--- config.mk ---
export PLATFORM = sky130hd
export DESIGN_NAME = sc_rx_buffer
export DESIGN_NICKNAME = d
export VERILOG_FILES = /design/src/rtl/sc_rx_buffer_pkg.sv /design/src/rtl/sc_rx_buffer_ctrl.sv /design/src/rtl/sc_rx_buffer_store.sv /design/src/rtl/sc_rx_buffer.sv
export SDC_FILE = /design/constraint.sdc
export NUM_CORES = 1
export LEC_CHECK = 0
export BUFFER_PORTS_ARGS = -buffer_cell sky130_fd_sc_hd__buf_2
export CAP_MARGIN = 20
export CORE_ASPECT_RATIO = 1.25
export CORE_UTILIZATION = 25
export DETAILED_ROUTE_END_ITERATION = 8
export SLEW_MARGIN = 20
export SYNTH_ARGS = -nofsm -noshare
export SYNTH_HDL_FRONTEND = slang
export SYNTH_SLANG_ARGS = --single-unit
--- constraint.sdc ---
create_clock -name clk -period 5.9 [get_ports clk]
set_input_delay 0.885 -clock clk [delete_from_list [all_inputs] [get_ports clk]]
set_output_delay 0.885 -clock clk [all_outputs]
set_load 0.02 [all_outputs]
--- src/rtl/sc_rx_buffer_pkg.sv ---
package sc_rx_buffer_pkg;

  // Number of characters that may be held before a write finds no room.
  function automatic int unsigned room_limit(input logic wm, input int unsigned lvl,
                                             input int unsigned depth);
    if (wm) return (lvl == 0) ? 1 : depth;
    return lvl + 1;
  endfunction

  // Full/above-level indication for a given held count.
  function automatic logic is_full(input logic wm, input int unsigned lvl,
                                   input int unsigned cnt);
    if (wm) return cnt > lvl;
    return cnt >= lvl + 1;
  endfunction

endpackage

--- src/rtl/sc_rx_buffer_ctrl.sv ---
module sc_rx_buffer_ctrl
  import sc_rx_buffer_pkg::*;
#(
  parameter int DEPTH = 8,
  localparam int CNT_W = $clog2(DEPTH + 1),
  localparam int LVL_W = $clog2(DEPTH)
) (
  input  logic             clk,
  input  logic             rst_n,
  input  logic             flush,
  input  logic             wr_req,
  input  logic             rd_req,
  input  logic             wm_mode,
  input  logic [LVL_W-1:0] level,
  input  logic             ovr_clr,
  output logic             do_push,
  output logic             do_over,
  output logic             do_pop,
  output logic             empty_q,
  output logic             full_q,
  output logic             overrun_q
);

  logic [CNT_W-1:0] count_q;
  logic [CNT_W-1:0] after_rd;
  logic [CNT_W-1:0] count_d;
  logic             has_room;
  logic             ovr_evt;

  assign do_pop   = rd_req && !flush && (count_q != '0);
  assign after_rd = count_q - CNT_W'(do_pop);
  assign has_room = int'(after_rd) < room_limit(wm_mode, int'(level), DEPTH);
  assign ovr_evt  = wr_req && !flush && !has_room;
  assign do_push  = wr_req && !flush && has_room;
  assign do_over  = ovr_evt && wm_mode;
  assign count_d  = flush ? '0 : after_rd + CNT_W'(do_push);

  always_ff @(posedge clk or negedge rst_n) begin
    if (!rst_n) begin
      count_q   <= '0;
      empty_q   <= 1'b1;
      full_q    <= 1'b0;
      overrun_q <= 1'b0;
    end else begin
      count_q   <= count_d;
      empty_q   <= (count_d == '0);
      full_q    <= is_full(wm_mode, int'(level), int'(count_d));
      if (flush)        overrun_q <= 1'b0;
      else if (ovr_evt) overrun_q <= 1'b1;
      else if (ovr_clr) overrun_q <= 1'b0;
    end
  end

  a_r3_no_overflow: assert property (@(posedge clk) disable iff (!rst_n)
    int'(count_q) <= DEPTH);
  a_r10_flush_clears: assert property (@(posedge clk) disable iff (!rst_n)
    flush |=> (empty_q && !overrun_q && !full_q));
  a_r9_ovr_sets: assert property (@(posedge clk) disable iff (!rst_n)
    (wr_req && !flush && !do_push) |=> overrun_q);
  a_r9_ovr_sticky: assert property (@(posedge clk) disable iff (!rst_n)
    (overrun_q && !ovr_clr && !flush) |=> overrun_q);
  a_r11_empty_no_pop: assert property (@(posedge clk) disable iff (!rst_n)
    empty_q |-> !do_pop);

endmodule

--- src/rtl/sc_rx_buffer_store.sv ---
module sc_rx_buffer_store #(
  parameter int DEPTH = 8,
  parameter int DW    = 8,
  localparam int PTR_W = $clog2(DEPTH)
) (
  input  logic          clk,
  input  logic          rst_n,
  input  logic          flush,
  input  logic          do_push,
  input  logic          do_over,
  input  logic          do_pop,
  input  logic [DW-1:0] wr_data,
  output logic [DW-1:0] rd_data
);

  logic [DW-1:0]    mem [DEPTH];
  logic [PTR_W-1:0] wr_ptr;
  logic [PTR_W-1:0] rd_ptr;
  logic [PTR_W-1:0] last_ptr;

  function automatic logic [PTR_W-1:0] ptr_inc(input logic [PTR_W-1:0] p);
    return (p == PTR_W'(DEPTH - 1)) ? '0 : p + 1'b1;
  endfunction

  function automatic logic [PTR_W-1:0] ptr_dec(input logic [PTR_W-1:0] p);
    return (p == '0) ? PTR_W'(DEPTH - 1) : p - 1'b1;
  endfunction

  assign last_ptr = ptr_dec(wr_ptr);

  always_ff @(posedge clk or negedge rst_n) begin
    if (!rst_n) begin
      wr_ptr  <= '0;
      rd_ptr  <= '0;
      rd_data <= '0;
    end else if (flush) begin
      wr_ptr <= '0;
      rd_ptr <= '0;
    end else begin
      if (do_push) wr_ptr <= ptr_inc(wr_ptr);
      if (do_pop) begin
        rd_data <= mem[rd_ptr];
        rd_ptr  <= ptr_inc(rd_ptr);
      end
    end
  end

  always_ff @(posedge clk) begin
    if (!flush && do_push) mem[wr_ptr] <= wr_data;
    else if (!flush && do_over) mem[last_ptr] <= wr_data;
  end

  a_r11_hold_data: assert property (@(posedge clk) disable iff (!rst_n)
    !do_pop |=> $stable(rd_data));
  a_r7_over_keeps_ptr: assert property (@(posedge clk) disable iff (!rst_n)
    (do_over && !flush) |=> $stable(wr_ptr));
  a_r2_one_action: assert property (@(posedge clk) disable iff (!rst_n)
    !(do_push && do_over));

endmodule

--- src/rtl/sc_rx_buffer.sv ---
module sc_rx_buffer #(
  parameter int DEPTH = 8,
  parameter int DW    = 8,
  localparam int LVL_W = $clog2(DEPTH)
) (
  input  logic             clk,
  input  logic             rst_n,
  input  logic             rx_enter,
  input  logic             wr_en,
  input  logic [DW-1:0]    wr_data,
  input  logic             rd_en,
  output logic [DW-1:0]    rd_data,
  input  logic             wm_mode,
  input  logic [LVL_W-1:0] level,
  input  logic             ovr_clr,
  output logic             empty,
  output logic             full,
  output logic             overrun,
  output logic             irq
);

  logic do_push, do_over, do_pop;

  sc_rx_buffer_ctrl #(.DEPTH(DEPTH)) ctrl_i (
    .clk(clk), .rst_n(rst_n), .flush(rx_enter), .wr_req(wr_en), .rd_req(rd_en),
    .wm_mode(wm_mode), .level(level), .ovr_clr(ovr_clr),
    .do_push(do_push), .do_over(do_over), .do_pop(do_pop),
    .empty_q(empty), .full_q(full), .overrun_q(overrun)
  );

  sc_rx_buffer_store #(.DEPTH(DEPTH), .DW(DW)) store_i (
    .clk(clk), .rst_n(rst_n), .flush(rx_enter), .do_push(do_push),
    .do_over(do_over), .do_pop(do_pop), .wr_data(wr_data), .rd_data(rd_data)
  );

  assign irq = full;

  a_r12_irq_full: assert property (@(posedge clk) disable iff (!rst_n)
    irq == full);
  a_r8_empty_not_full: assert property (@(posedge clk) disable iff (!rst_n)
    empty |-> !full || (wm_mode == 1'b0 && 1'b0));

endmodule

==> impl_results.md <==
* Post-CTS sizing at 0
* Largest family of logic cells by synthesized area: multiplexers
* Post-Place Setup Slack at approximately 1 ns
* Leakage power at around 1.7 nW
* Netlist Area Pre-Place at a little under 4000 sq um
* Busiest grt layer: met2
* Largest net degree at the start of global routing at 24
* Global route overflow at 0
* Post-synth top area cell: edfxtp_1
* Critical Path End Type: flip-flop
* Hold buffer count at CTS at 0
* Critical Path AT at ~4.8 ns
* Filler instances at around 1500
* H-tree Lvls at 3
* CP bufs+invs at 2
* Avg WL per Cell at roughly 15 um
* Setup slack after layout at roughly 1.3 ns
* Synth top area cells: edfxtp_1 49%, dfrtp_1 13%, mux4_2 9.1%
* Startpoint types: input port
* Fmax at 0.219 GHz
* Yosys reg bits at 85
* Synth warn at 0
* HP Class: input port to async pin
* DRC Markers at 0
* Share of cells above drive strength 1 at 24.6%
* Slowest CP cell: nor2_1
* Register area at roughly 2400 sq um
* Mux cell area share after synthesis at roughly 11%
* Crit Path Class: input port to flip-flop
* Most frequent cells in the layout: 64 x edfxtp_1, 29 x buf_2, 22 x ha_1
* Die Y at approximately 140 um
* Final setup vio count at 0
* Actual slew at the worst max-slew pin at around 0.86 ns
* Antenna viol nets, final at 0
* Clock slew at reported path FFs at ~0.07 ns
* Cell Rows at 51
* Critical path depth at 18
* Period utilization at between 70 and 80%
* Area grow syn2layout at 18.4%
* Compound-Gate Fraction of Synth Area at between 6 and 7%
* XOR/XNOR share of the synthesized area at roughly 1.1%
* IO buf count at 29
* Syn Area/Cell at roughly 15 sq um
* Initial Util at around a quarter
* Initial DRT Pass Iterations at 4
* WL final at between 7000 and 8000 um
* EDFF count, synth at 64
* Vias at roughly 2300
* Hpwl dp at 5360 um
* Cells along the critical path: buf_2, nor3b_2, buf_4, ha_1, ha_1, xor2_1, ha_1, a21oi_1, o211ai_1, nor2_1, ha_1, ha_1, nor2b_1, ha_1, a21o_1, a21oi_1, a31oi_1, o31a_1
* Die width at 115 um
* I/O Pins at 30
* Most common cell after layout, fill and taps aside: edfxtp_1
* CTS tree: done
* Required @ worst endpoint at ~6.1 ns
* Gpl congestion at 0.832
* Crit path largest cell delay at between 0.4 and 0.5 ns
* Post-Synth Simple-Gate Area at about a tenth
* Cells on worst reg2reg path at 18
* Via density at around 4.4
* Number of global-route vias before repair at between 2000 and 2500
* Post-synth cell types at 41
* Clock latency on the worst-skew pair at approximately 0.34 ns
* Worst rel slew slack at between 40% and 50%
* Num CTS Buffers at 9
* CTS sink cnt at 85
* Main synth FF type: edfxtp_1
* CP Max Fanout at 23
* Area share of the largest cell type after synthesis at 48.5%
* Cell repeated most along the worst path: ha_1
* Initial DRC count at between 100 and 150
* Layout Skew at about 0.0057 ns
* Initial antenna violation count at 1
* Area of the multi-input gates at about 1400 sq um
* Cells after synthesis at between 200 and 300
* # Post-CTS Setup Buffers at 0
* Syn_nets at between 300 and 400
* Cell family with most CP delay: adder cells
* Nets at about 350
* Pwr Density at between 400 and 500 nW/um^2
* VDD IR max at ~0.12 mV
* Final TNS setup at 0 ns
* Met1 usage at between 10% and 20%
* CTS Buffer Depth at 2
* Post-synthesis adder-cell area fraction at about 6.9%
* Seq/Total Area, Yosys at between 60% and 70%
* Max-capacitance violation count at 0
* GR Util met3 at between 2 and 3%
* Die area at approximately 16000 sq um
* Status: finished clean
* Clock root cell: clkbuf_16
* Total GRT Usage at around a tenth
* Asr flop ratio synth at between 20% and 30%
* Core Region at about 16000 sq um
* Hold Fails Final Rpt at 0
* M2 GR Usage at ~18%
* Slew Limit Fails at 0
* First-pass GRT wire length at 12300 um
* RSZ-0062 raised after global routing: false
* Final min period at around 4.6 ns
-- sequential cells by signal, indices dropped and copies added, names as in the netlist --
signal / cells
store_i.wr_ptr: 3
store_i.rd_data: 8
ctrl_i.empty_q: 1
ctrl_i.full_q: 1
store_i.rd_ptr: 3
ctrl_i.overrun_q: 1
store_i.mem: 64
ctrl_i.count_q: 4
-- cells in the mapped netlist, types with 3 or more instances --
cell type and n:
a21o_1 3, nor2b_1 5, nand2b_1 7, clkbuf_1 5, o21ai_0 7, and2_1 3
nand2_1 11, ha_1 22, edfxtp_1 64, nor4_1 4, nand3_1 7, xor2_1 3
dfrtp_1 20, a21oi_1 17, mux4_2 16, nor2_1 19, inv_1 16, mux2i_1 9
-- final cells by class --
cell class                      count  share of cell area, %
Antenna cell                        1                 0.0534
Clock buffer                        9                   4.80
Clock inverter                      7                   1.84
Inverter                           16                   1.28
Multi-Input combinational cell    161                   30.1
Sequential cell                    85                   52.2
Tap cell                          212                   5.66
Timing Repair Buffer               35                   4.06
-- kinds of logic (layout without fill, tap and decap cells) --
family          after synthesis  count (layout)
compound gates               39              39
xor+xnor                      5               5
fa+ha+maj                    22              22
buf+inv                      26              67
flops                        85              85
mux                          25              25
other cells                   0               1
simple gates                 70              70
-- power by group --
| part | leakage, nW | switching [mW] | internal (mW) |
|---|---|---|---|
| Clock | 0.151 | 0.246 | 0.338 |
| Combinational | 0.756 | 0.366 | 0.252 |
| Sequential | 0.839 | 0.0569 | 0.743 |
| Total | 1.75 | 0.669 | 1.33 |
-- path summary, 6_finish.rpt --
path                                     from            endpoint  slack [ns]
setup / recovery                     rx_enter       ctrl_i.full_q        1.34
setup reg to reg            ctrl_i.count_q[1]       ctrl_i.full_q        1.41
hold reg to reg            store_i.rd_data[0]  store_i.rd_data[0]        0.53
hold / removal                          rst_n  store_i.rd_data[4]        0.50
max in group asynchronous               rst_n      ctrl_i.empty_q        5.03
min in group clk           store_i.rd_data[0]  store_i.rd_data[0]        0.53
-- routing by layer --
metal	wire, um	vias up
met4	155	0
met3	228	10
met5	0	-
met1	3290	1138
li1	-	1101
met2	4100	41
-- stage by stage --
stage          cell area (sq um)  instances  hold WS, ns  util [%]  power [mW]
6_report                    4690        526        0.501      30.2        2.00
5_1_grt                     4690        525        0.532      30.2        2.13
4_1_cts                     4690        525        0.513      30.2        2.03
3_5_place_dp                4370        509        0.518      28.2        1.44
3_3_place_gp                4370        509        0.509      28.2        1.42
2_1_floorplan               3960        272        0.570         -        1.26
Note: power is estimated with default switching activity, not from simulation.
